File: src/rtl/irq_seq_pkg.sv
package irq_seq_pkg;

  typedef enum logic [1:0] {
    K_NONE = 2'd0,
    K_IRQ  = 2'd1,
    K_NMI  = 2'd2,
    K_RST  = 2'd3
  } kind_e;

  typedef enum logic [2:0] {
    S_IDLE,
    S_ARB,
    S_PUSH_HI,
    S_PUSH_LO,
    S_PUSH_ST,
    S_VEC_LO,
    S_VEC_HI,
    S_FIN
  } seq_state_e;

  localparam int I_BIT     = 2;
  localparam int B_BIT     = 4;
  localparam int ONE_BIT   = 5;

  // Stack image of the flags: fixed one in bit 5, break bit cleared.
  function automatic logic [7:0] stack_status(input logic [7:0] fl);
    logic [7:0] s;
    s = fl;
    s[ONE_BIT] = 1'b1;
    s[B_BIT]   = 1'b0;
    return s;
  endfunction

endpackage

File: src/rtl/irq_req_latch.sv
module irq_req_latch (
  input  logic clk,
  input  logic rst_n,
  input  logic nmi_in,
  input  logic reset_req,
  input  logic clr_nmi,
  input  logic clr_rst,
  output logic nmi_pend,
  output logic rst_pend
);
  logic nmi_prev;
  logic nmi_edge;

  assign nmi_edge = nmi_in & ~nmi_prev;

  always_ff @(posedge clk) begin
    if (!rst_n) begin
      nmi_prev <= 1'b0;
      nmi_pend <= 1'b0;
      rst_pend <= 1'b0;
    end else begin
      nmi_prev <= nmi_in;
      if (nmi_edge)     nmi_pend <= 1'b1;
      else if (clr_nmi) nmi_pend <= 1'b0;
      if (reset_req)    rst_pend <= 1'b1;
      else if (clr_rst) rst_pend <= 1'b0;
    end
  end

  // a fresh rising edge is always captured
  a_r2_edge_latched: assert property (@(posedge clk) disable iff (!rst_n)
    (nmi_in && !nmi_prev) |=> nmi_pend);

  // without an edge the latch never sets by itself
  a_r2_no_spurious_set: assert property (@(posedge clk) disable iff (!rst_n)
    (!nmi_pend && !(nmi_in && !nmi_prev)) |=> !nmi_pend);

endmodule

File: src/rtl/irq_arbiter.sv
module irq_arbiter
  import irq_seq_pkg::*;
#(
  parameter int NUM_IRQ = 2
) (
  input  logic               rst_pend,
  input  logic               nmi_pend,
  input  logic [NUM_IRQ-1:0] irq_src,
  input  logic               i_mask,
  output kind_e              kind
);
  logic irq_any;

  assign irq_any = |irq_src;

  always_comb begin
    if (rst_pend)                kind = K_RST;
    else if (nmi_pend)           kind = K_NMI;
    else if (irq_any && !i_mask) kind = K_IRQ;
    else                         kind = K_NONE;
  end

  // a maskable entry is never chosen while masked
  always_comb begin
    if (kind == K_IRQ) a_r1_irq_unmasked: assert (i_mask == 1'b0);
  end

endmodule

File: src/rtl/irq_vector_sel.sv
module irq_vector_sel
  import irq_seq_pkg::*;
#(
  parameter int          PC_W    = 16,
  parameter logic [15:0] VEC_NMI = 16'hFFFA,
  parameter logic [15:0] VEC_RST = 16'hFFFC,
  parameter logic [15:0] VEC_IRQ = 16'hFFFE
) (
  input  kind_e           kind,
  output logic [PC_W-1:0] vec_addr
);
  always_comb begin
    case (kind)
      K_NMI:   vec_addr = PC_W'(VEC_NMI);
      K_RST:   vec_addr = PC_W'(VEC_RST);
      default: vec_addr = PC_W'(VEC_IRQ);
    endcase
  end
endmodule

File: src/rtl/irq_entry_seq.sv
module irq_entry_seq
  import irq_seq_pkg::*;
#(
  parameter int         PC_W       = 16,
  parameter int         D_W        = 8,
  parameter logic [7:0] STACK_PAGE = 8'h01
) (
  input  logic            clk,
  input  logic            rst_n,
  input  logic            reset_req,
  input  logic            nmi_in,
  input  logic            irq_video,
  input  logic            irq_timer,
  input  logic            start,
  input  logic [PC_W-1:0] pc_in,
  input  logic [D_W-1:0]  flags_in,
  input  logic [D_W-1:0]  sp_in,
  output logic            busy,
  output logic            done,
  output logic [1:0]      kind_out,
  output logic [PC_W-1:0] pc_out,
  output logic [D_W-1:0]  sp_out,
  output logic [D_W-1:0]  flags_out,
  output logic            port_clr,
  output logic [PC_W-1:0] mem_addr,
  output logic            mem_we,
  output logic [D_W-1:0]  mem_wdata,
  output logic            mem_re,
  input  logic [D_W-1:0]  mem_rdata
);
  localparam int          HI_W   = PC_W - D_W;
  localparam logic [D_W-1:0] SP_INIT = '1;

  seq_state_e     st;
  kind_e          kind_q, sel_kind;
  logic [PC_W-1:0] pc_q, pc_res_q, vec_addr;
  logic [D_W-1:0]  fl_q, sp_q, lo_q;
  logic            done_q;
  logic            nmi_pend, rst_pend;
  logic            accept, clr_nmi, clr_rst, pushing;

  assign accept  = (st == S_IDLE) && start;
  assign clr_nmi = accept && (sel_kind == K_NMI || sel_kind == K_RST);
  assign clr_rst = accept && (sel_kind == K_RST);

  irq_req_latch u_latch (
    .clk       (clk),
    .rst_n     (rst_n),
    .nmi_in    (nmi_in),
    .reset_req (reset_req),
    .clr_nmi   (clr_nmi),
    .clr_rst   (clr_rst),
    .nmi_pend  (nmi_pend),
    .rst_pend  (rst_pend)
  );

  irq_arbiter #(.NUM_IRQ(2)) u_arb (
    .rst_pend (rst_pend),
    .nmi_pend (nmi_pend),
    .irq_src  ({irq_timer, irq_video}),
    .i_mask   (flags_in[I_BIT]),
    .kind     (sel_kind)
  );

  irq_vector_sel #(.PC_W(PC_W)) u_vec (
    .kind     (kind_q),
    .vec_addr (vec_addr)
  );

  always_ff @(posedge clk) begin
    if (!rst_n) begin
      st       <= S_IDLE;
      kind_q   <= K_NONE;
      pc_q     <= '0;
      pc_res_q <= '0;
      fl_q     <= '0;
      sp_q     <= SP_INIT;
      lo_q     <= '0;
      done_q   <= 1'b0;
    end else begin
      done_q <= 1'b0;
      case (st)
        S_IDLE: if (start) begin
          pc_q   <= pc_in;
          fl_q   <= flags_in;
          sp_q   <= sp_in;
          kind_q <= sel_kind;
          st     <= S_ARB;
        end
        S_ARB: begin
          case (kind_q)
            K_NONE: begin
              pc_res_q <= pc_q;
              done_q   <= 1'b1;
              st       <= S_IDLE;
            end
            K_RST: begin
              fl_q[I_BIT] <= 1'b1;
              st          <= S_VEC_LO;
            end
            default: st <= S_PUSH_HI;
          endcase
        end
        S_PUSH_HI: begin
          sp_q <= sp_q - 1'b1;
          st   <= S_PUSH_LO;
        end
        S_PUSH_LO: begin
          sp_q <= sp_q - 1'b1;
          st   <= S_PUSH_ST;
        end
        S_PUSH_ST: begin
          sp_q        <= sp_q - 1'b1;
          fl_q[I_BIT] <= 1'b1;
          st          <= S_VEC_LO;
        end
        S_VEC_LO: st <= S_VEC_HI;
        S_VEC_HI: begin
          lo_q <= mem_rdata;
          st   <= S_FIN;
        end
        S_FIN: begin
          pc_res_q <= {mem_rdata[HI_W-1:0], lo_q};
          done_q   <= 1'b1;
          st       <= S_IDLE;
        end
        default: st <= S_IDLE;
      endcase
    end
  end

  assign pushing = (st == S_PUSH_HI) || (st == S_PUSH_LO) || (st == S_PUSH_ST);

  always_comb begin
    mem_addr  = '0;
    mem_wdata = '0;
    if (pushing) mem_addr = {STACK_PAGE, sp_q};
    else if (st == S_VEC_LO) mem_addr = vec_addr;
    else if (st == S_VEC_HI) mem_addr = vec_addr + 1'b1;
    case (st)
      S_PUSH_HI: mem_wdata = pc_q[PC_W-1:D_W];
      S_PUSH_LO: mem_wdata = pc_q[D_W-1:0];
      S_PUSH_ST: mem_wdata = stack_status(fl_q);
      default:   mem_wdata = '0;
    endcase
  end

  assign mem_we    = pushing;
  assign mem_re    = (st == S_VEC_LO) || (st == S_VEC_HI);
  assign busy      = (st != S_IDLE);
  assign done      = done_q;
  assign kind_out  = kind_q;
  assign pc_out    = pc_res_q;
  assign sp_out    = sp_q;
  assign flags_out = fl_q;
  assign port_clr  = (st == S_ARB) && (kind_q == K_RST);

  // every push is followed by a one-step decrement of the stack pointer
  a_r4_sp_step: assert property (@(posedge clk) disable iff (!rst_n)
    mem_we |=> (sp_q == $past(sp_q) - 1'b1));

  // done lasts one cycle and only outside a sequence
  a_r6_done_pulse: assert property (@(posedge clk) disable iff (!rst_n)
    done |=> !done);
  a_r6_done_idle: assert property (@(posedge clk) disable iff (!rst_n)
    done |-> !busy);

  // reads and writes never share a cycle
  a_r5_bus_exclusive: assert property (@(posedge clk) disable iff (!rst_n)
    !(mem_we && mem_re));

  // a reset entry never writes the stack
  a_r7_reset_no_write: assert property (@(posedge clk) disable iff (!rst_n)
    (busy && kind_q == K_RST) |-> !mem_we);

  // state stays put across a start seen while busy, apart from sequencing
  a_r10_no_restart: assert property (@(posedge clk) disable iff (!rst_n)
    (busy && start) |=> $stable(pc_q));

endmodule

File: config.mk
export PLATFORM = sky130hd
export DESIGN_NAME = irq_entry_seq
export DESIGN_NICKNAME = d
export VERILOG_FILES = /design/src/rtl/irq_seq_pkg.sv /design/src/rtl/irq_req_latch.sv /design/src/rtl/irq_arbiter.sv /design/src/rtl/irq_vector_sel.sv /design/src/rtl/irq_entry_seq.sv
export SDC_FILE = /design/constraint.sdc
export NUM_CORES = 1
export LEC_CHECK = 0
export CORE_UTILIZATION = 30
export DETAILED_ROUTE_END_ITERATION = 12
export PLACE_DENSITY = 0.64
export SLEW_MARGIN = 10
export SYNTH_ARGS = -nofsm -noshare
export SYNTH_HDL_FRONTEND = slang
export SYNTH_SLANG_ARGS = --single-unit
File: constraint.sdc
create_clock -name clk -period 2.41 [get_ports clk]
set_clock_uncertainty 0.05 [all_clocks]
set_input_delay 0.482 -clock clk [delete_from_list [all_inputs] [get_ports clk]]
set_output_delay 0.482 -clock clk [all_outputs]
set_load 0.005 [all_outputs]
==> results of run 1 <==
-- logic make-up (layout without fill, tap and decap cells) --
logic type / after synthesis / in the layout
AND/OR/NAND/NOR: 137 / 137
adder cells (fa/ha/maj): 4 / 4
multiplexers: 27 / 27
buffers and inverters: 45 / 155
XOR/XNOR: 1 / 1
AO/OA/AOI/OAI: 88 / 88
flip-flops: 65 / 65
-- registers in the layout, indices dropped and copies added, names as in the netlist --
signal,cells
done,1
flags_out,8
kind_out,2
lo_q,8
pc_out,16
pc_q,16
sp_out,8
st,3
u_latch.nmi_pend,1
u_latch.nmi_prev,1
u_latch.rst_pend,1
-- power by group through the flow --
| stage | Combinational (mW) | Sequential [mW] | Clock (mW) |
|---|---|---|---|
| 5_1_grt | 0.655 | 1.25 | 1.02 |
| 3_5_place_dp | 0.578 | 1.26 | 0 |
| 4_1_cts | 0.592 | 1.24 | 0.974 |
| 3_3_place_gp | 0.572 | 1.26 | 0 |
| 6_report | 0.600 | 1.24 | 0.942 |
| 2_1_floorplan | 0.282 | 1.24 | 0 |
-- area by class of cell --
class	instances	area, µm²
flip-flops and latches	65	1310
repair buffers	129	1280
inverters	10	42.5
clock buffers	10	138
clock inverters	6	66.3
fillers	1015	5650
multi-input cells	257	1670
well taps	136	170
-- cells in the mapped netlist, types with 2 or more instances --
cell / count
a21boi_0: 25
a21oi_1: 7
a22oi_1: 6
and2_1: 3
buf_2: 12
buf_4: 10
buf_6: 4
clkbuf_1: 9
dfxtp_1: 65
ha_1: 4
inv_1: 9
mux2i_1: 27
nand2_1: 84
nand3_1: 3
nor2_1: 10
nor2b_1: 14
nor3_1: 9
nor3b_1: 2
o211a_1: 16
o211ai_1: 6
o21ai_0: 15
o22ai_1: 2
or3_1: 3
or4_1: 2
-- per-layer routing --
metal	track usage	up-vias	part of all wire
met4	0.0563	0	0.017
met3	0.0399	15	0.047
met2	0.265	79	0.48
met1	0.217	1359	0.46
li1	-	1475	-
met5	0	-	0
-- metrics by stage --
stage / TNS (ns) / power (mW) / utilization
after floorplan: 0 / 1.53 / -
after global placement: 0 / 1.83 / 0.421
after detailed placement: 0 / 1.84 / 0.421
after CTS: -0.00351 / 2.80 / 0.446
after global routing: 0 / 2.93 / 0.453
final: 0 / 2.78 / 0.453
-- worst max-delay path: stages (launching register included) --
cell and delay, ns:
dfxtp_4 0.38, nor2b_4 0.17, buf_6 0.13, nor2_4 0.06
inv_4 0.09, nand2_1 0.06, nand2_1 0.07, clkdlybuf4s50_1 0.49
-- timing repair --
item | 4_1_cts | 5_1_grt
gates resized for setup | 26 | 16
gates cloned | 1 | 0
setup endpoints to repair | 23 | 17
setup buffers | 2 | 3
hold endpoints to repair | 0 | 0
pin swaps | 1 | 1
-- path summary, 6_finish.rpt --
kind / startpoint / endpoint / slack, ns
setup reg to reg: kind_out[0] / pc_out[12] / 0.58
hold reg to reg: flags_out[4] / flags_out[4] / 0.42
hold / removal: flags_out[4] / flags_out[4] / 0.42
setup / recovery: st[1] / mem_addr[5] / 0.08
==> metrics.log, run 1 <==
[metrics] status: finished, final reports clean
[metrics] Highest Clock Rate: approximately 430 MHz
[metrics] clock slew at the register clock pins of the worst setup and hold paths: approximately 0.070 ns
[metrics] data arrival time of the worst path: 1.80 ns
[metrics] Routability Congestion: about 0.86
[metrics] largest family of logic cells by synthesized area: compound AO/OA/AOI/OAI gates
[metrics] smallest setup slack after layout: between 0.07 and 0.08 ns
[metrics] compound-cell area share of the yosys netlist: 0.208
[metrics] Yosys warnings: 0
[metrics] number of different library cells in the post-synthesis netlist: 44
[metrics] total detailed-routing wirelength: approximately 9000 µm
[metrics] pin count of the biggest net entering global routing: 35
[metrics] number of max-cap violations: 0
[metrics] P_sw: roughly 0.77 mW
[metrics] cell types occupying the most area after synthesis: dfxtp_1 (41%), nand2_1 (9.9%), mux2i_1 (8.5%)
[metrics] critical path fanouts, max: 7
[metrics] post-synthesis average cell area: between 8 and 9 µm²
[metrics] Crit path required time: about 1.9 ns
[metrics] number of standard cells in the final layout excluding fillers: between 600 and 700
[metrics] first-pass iteration count of the detailed router: 4
[metrics] pre-CTS setup slack: ~0.16 ns
[metrics] Syn Inst Count: 367
[metrics] grt total ovfl: 0
[metrics] die height: between 100 and 150 µm
[metrics] routed length per placed instance: between 10 and 15 µm
[metrics] Worst Hold Path Cells: 2
[metrics] unrepaired setup endpoints after global routing: no
[metrics] Area Overhead vs Synth: 46.9%
[metrics] number of vias after detailed routing: 2928
[metrics] number of enable-type register cells in the synthesized netlist: 0
[metrics] horizontal die dimension: about 110 µm
[metrics] total number of H-tree levels: 3
[metrics] half-perimeter wire length after detailed placement: about 6400 µm
[metrics] number of antenna violations at the first check in global routing: 0
[metrics] leading area contributor after synthesis: dfxtp_1
[metrics] post-placement cell area: 4340 µm²
[metrics] Static Leakage: 2.22 nW
[metrics] final worst-path cycle share: 0.967
[metrics] standard cell core area: between 10000 and 15000 µm²
[metrics] PortBufs: roughly 110
[metrics] share of final-layout standard cells stronger than drive strength 1: 0.115
[metrics] normalized max-slew margin: 0.576
[metrics] area of the mapped netlist: between 3000 and 4000 µm²
[metrics] Async S/R FF share, synth: 0
[metrics] time the worst path needs with I/O delays and setup: about 2.3 ns
[metrics] Most used DFF post-synth: dfxtp_1
[metrics] post-DR vias/cell: roughly 4.8
[metrics] CTS sink count: 65
[metrics] tightest hold margin: 0.422 ns
[metrics] TritonCTS clock tree: done
[metrics] Adder-Cell Fraction of Synth Area: 0.0157
[metrics] cell count after placement: roughly 590
[metrics] commonest cells after routing, fill and taps aside: clkdlybuf4s50_1 (97), nand2_1 (83), dfxtp_1 (62)
[metrics] number of synthesized register bits: 65
[metrics] Detailed Route Iter0 Violations: between 150 and 200
[metrics] Antenna Cells: 0
[metrics] share of the yosys chip area belonging to registers: 0.409
[metrics] critical setup path kind: reg -> out
[metrics] Net Count, Synth: between 400 and 500
[metrics] worst vdd ir: roughly 0.25 mV
[metrics] switching share of total power: 0.277
[metrics] Post-Synth Simple-Gate Area: 0.201
[metrics] number of nets with antenna violations after routing: 0
[metrics] Total GRT Usage: 0.165
[metrics] residual DRC count: 0
[metrics] xor/xnor share of the synthesized area: 0.00275
[metrics] Final Max Slew Viols: 0
[metrics] clock insertion delay at the later pin of the skew report: around 0.34 ns
[metrics] part of the power in registers: 0.446
[metrics] Cell Int Power: between 2 and 2.5 mW
[metrics] number of global-route vias before repair: about 2700
[metrics] total I/O pin count: 110
[metrics] starting density of the core: 0.308
[metrics] number of cells on the worst reg-to-reg path: 7
[metrics] standard-cell rows: 37
[metrics] # setup viols final: 0
[metrics] slew at the pin closest to its max-slew limit: 0.637 ns
[metrics] clock buffers created by TritonCTS: 9
[metrics] share of total power in the clock network: 0.338
[metrics] global-route wire length before repair: roughly 14000 µm
[metrics] fin area: 4680 µm²
[metrics] hold buffer count at cts: 0
[metrics] crit start category: flip-flop
[metrics] worst hold-check path type: reg -> reg
[metrics] clock tree buffer depth: 2
[metrics] fraction of synthesized cell area taken by the top area cell type: 0.409
[metrics] multiplexer share of the synthesized area: 0.0849
[metrics] final net count: ~520
[metrics] leading cell type in the layout, fill and taps excluded: clkdlybuf4s50_1
[metrics] share of total power in combinational logic: 0.215
[metrics] root cell of the clock tree: clkbuf_8
[metrics] die area: 11000 µm²
[metrics] endpoint type of the worst setup path: primary output
[metrics] Final Hold Vio Count: 0
[metrics] power density cells: between 500 and 600 nW/µm²
No activity file was read; power rests on OpenSTA's default activity.
==> inputs of run 2 (changes only) <==
CORE_UTILIZATION = 35   (was 30)
GPL_TIMING_DRIVEN = 0   (was default)
HOLD_SLACK_MARGIN = 0.05   (was default)
PLACE_DENSITY = 0.71   (was 0.64)
==> metrics.log, run 2 (synthesized netlist as in run 1, its figures left out) <==
[metrics] final net count: 558 (was 523)
[metrics] total I/O pin count: 110 (unchanged)
[metrics] smallest setup slack after layout: 0.0479 ns (was 0.0785 ns)
[metrics] share of total power in combinational logic: 0.213 (was 0.215)
[metrics] fin area: 4900 µm² (was 4680 µm²)
[metrics] grt total ovfl: 0 (unchanged)
[metrics] number of antenna violations at the first check in global routing: 0 (unchanged)
[metrics] data arrival time of the worst path: 1.83 ns (was 1.80 ns)
[metrics] residual DRC count: 0 (unchanged)
[metrics] switching share of total power: 0.268 (was 0.277)
[metrics] first-pass iteration count of the detailed router: 4 (unchanged)
[metrics] clock tree buffer depth: 2 (unchanged)
[metrics] post-layout utilization of the core: 0.560 (was 0.453)
[metrics] number of max-cap violations: 0 (unchanged)
[metrics] post-DR vias/cell: 5.01 (was 4.78)
[metrics] tightest hold margin: 0.426 ns (was 0.422 ns)
[metrics] share of final-layout standard cells stronger than drive strength 1: 0.176 (was 0.115)
[metrics] total detailed-routing wirelength: 9470 µm (was 8980 µm)
[metrics] total power of the final layout: 3.03 mW (was 2.78 mW)
[metrics] routed length per placed instance: 15.3 µm (was 14.6 µm)
[metrics] area occupied by registers: 1310 µm² (about the same)
[metrics] Final Max Slew Viols: 0 (unchanged)
[metrics] cell count after placement: 583 (was 591)
[metrics] post-placement cell area: 4400 µm² (was 4340 µm²)
[metrics] number of global-route vias before repair: 3063 (was 2722)
[metrics] starting density of the core: 0.363 (was 0.308)
[metrics] Crit path required time: 1.88 ns (about the same)
[metrics] Static Leakage: 2.38 nW (was 2.22 nW)
[metrics] normalized max-slew margin: 0.616 (was 0.576)
[metrics] series of cell instances along the critical path: buf_6 > buf_4 > nor2_1 > and3_4 > clkdlybuf4s50_1 (was nor2b_4 > buf_6 > nor2_4 > inv_4 > nand2_1 > nand2_1 > clkdlybuf4s50_1)
[metrics] Worst Hold Path Cells: 2 (unchanged)
[metrics] Highest Clock Rate: 423 MHz (was 429 MHz)
[metrics] final worst-path cycle share: 0.980 (was 0.967)
[metrics] met2 wire length: 4380 µm (was 4270 µm)
[metrics] clock slew at the register clock pins of the worst setup and hold paths: 0.08 ns (was 0.07 ns)
[metrics] M1 WL: 4190 µm (was 4130 µm)
[metrics] standard cell core area: 8760 µm² (was 10300 µm²)
[metrics] global-route wire length before repair: 15100 µm (was 14200 µm)
[metrics] worst vdd ir: 0.315 mV (was 0.251 mV)
[metrics] endpoint type of the worst setup path: primary output (unchanged)
[metrics] die area: 9480 µm² (was 11000 µm²)
[metrics] Cell Int Power: 2.22 mW (was 2.01 mW)
[metrics] pre-CTS setup slack: -0.162 ns (was 0.163 ns)
[metrics] slew at the pin closest to its max-slew limit: 0.576 ns (was 0.637 ns)
[metrics] power density cells: 618 nW/µm² (was 595 nW/µm²)
[metrics] Routability Congestion: 0.850 (was 0.861)
[metrics] number of nets with antenna violations after routing: 0 (unchanged)
[metrics] root cell of the clock tree: clkbuf_8 (unchanged)
[metrics] Detailed Route Iter0 Violations: 165 (was 167)
[metrics] status: finished, final reports clean (unchanged)
[metrics] clock buffers created by TritonCTS: 9 (unchanged)
[metrics] total number of H-tree levels: 3 (unchanged)
[metrics] share of total power in the clock network: 0.379 (was 0.338)
[metrics] highest signal layer in the routed design: met4 (unchanged)
[metrics] clock insertion delay at the later pin of the skew report: 0.35 ns (was 0.34 ns)
[metrics] fill cell count: 797 (was 1015)
[metrics] critical path fanouts, max: 4 (was 7)
[metrics] hold buffer count at cts: 0 (unchanged)
[metrics] setup tns final: 0 ns (unchanged)
[metrics] # setup viols final: 0 (unchanged)
[metrics] Antenna Cells: 0 (unchanged)
[metrics] horizontal die dimension: 97.4 µm (was 105 µm)
[metrics] met3 WL post-DR: 698 µm (was 422 µm)
[metrics] die height: 97.4 µm (was 105 µm)
[metrics] critical setup path kind: reg -> out (unchanged)
[metrics] slowest stage delay, CP: 0.50 ns (was 0.49 ns)
[metrics] Final Hold Vio Count: 0 (unchanged)
[metrics] TritonCTS clock tree: done (unchanged)
[metrics] time the worst path needs with I/O delays and setup: 2.36 ns (was 2.33 ns)
[metrics] WP depth: 5 (was 7)
[metrics] pin count of the biggest net entering global routing: 18 (was 35)
[metrics] part of the power in registers: 0.408 (was 0.446)
[metrics] standard-cell rows: 34 (was 37)
[metrics] commonest cells after routing, fill and taps aside: nand2_1 (83), clkdlybuf4s50_1 (83), dfxtp_1 (63) (was clkdlybuf4s50_1 (97), nand2_1 (83), dfxtp_1 (62))
[metrics] worst hold-check path type: reg -> reg (unchanged)
[metrics] Crit-path slowest cell: clkdlybuf4s50_1 (unchanged)
[metrics] CTS sink count: 65 (unchanged)
[metrics] Total GRT Usage: 0.201 (was 0.165)
[metrics] number of cells on the worst reg-to-reg path: 7 (unchanged)
[metrics] number of buffers and inverters on the critical path: 3 (unchanged)
[metrics] PortBufs: 108 (was 109)
[metrics] crit start category: flip-flop (unchanged)
[metrics] number of standard cells in the final layout excluding fillers: 620 (was 613)
[metrics] number of vias after detailed routing: 3104 (was 2928)
[metrics] P_sw: 0.811 mW (was 0.772 mW)
[metrics] cell type group with the largest total delay on the critical path: buffers and inverters (unchanged)
[metrics] half-perimeter wire length after detailed placement: 6980 µm (was 6440 µm)
[metrics] multi-input logic area: 1680 µm² (was 1670 µm²)
[metrics] Area Overhead vs Synth: 54.1% (was 46.9%)
-- run 2: layout make-up --
| type | count | area share |
|---|---|---|
| plain buffers | 33 | 0.0492 |
| clock buffers | 10 | 0.0260 |
| clock inverters | 6 | 0.0235 |
| inverters | 10 | 0.00816 |
| multi-input cells | 257 | 0.343 |
| flip-flops and latches | 65 | 0.266 |
| well taps | 108 | 0.0276 |
| repair buffers | 131 | 0.256 |
-- run 2: timing repair --
action,4_1_cts,5_1_grt
setup endpoints to repair,26,12
setup buffers,14,9
pin swaps,2,1
gates cloned,0,0
resized for setup,53,14
-- run 2: worst min-delay path, stage by stage (launching register included) --
cell and delay, ns:
dfxtp_1 0.32, nand2_1 0.05, a21boi_0 0.06
-- run 2: path summary, 6_finish.rpt --
kind	start	to	slack [ns]
hold / removal	flags_out[5]	flags_out[5]	0.43
hold reg to reg	flags_out[5]	flags_out[5]	0.43
setup reg to reg	st[1]	sp_out[2]	0.31
setup / recovery	st[1]	port_clr	0.05
-- run 2: routing by layer --
metal,global-route usage,up-vias
met5,0,-
met4,0.0995,0
met3,0.0561,19
met2,0.313,120
met1,0.254,1430
li1,-,1535
-- run 2: power by group through the flow --
stage	combinational, mW	clock (mW)	sequential [mW]
after CTS	0.628	1.16	1.24
after global routing	0.703	1.22	1.25
after detailed placement	0.598	0	1.26
after global placement	0.589	0	1.26
final	0.645	1.15	1.24
after floorplan	0.282	0	1.24
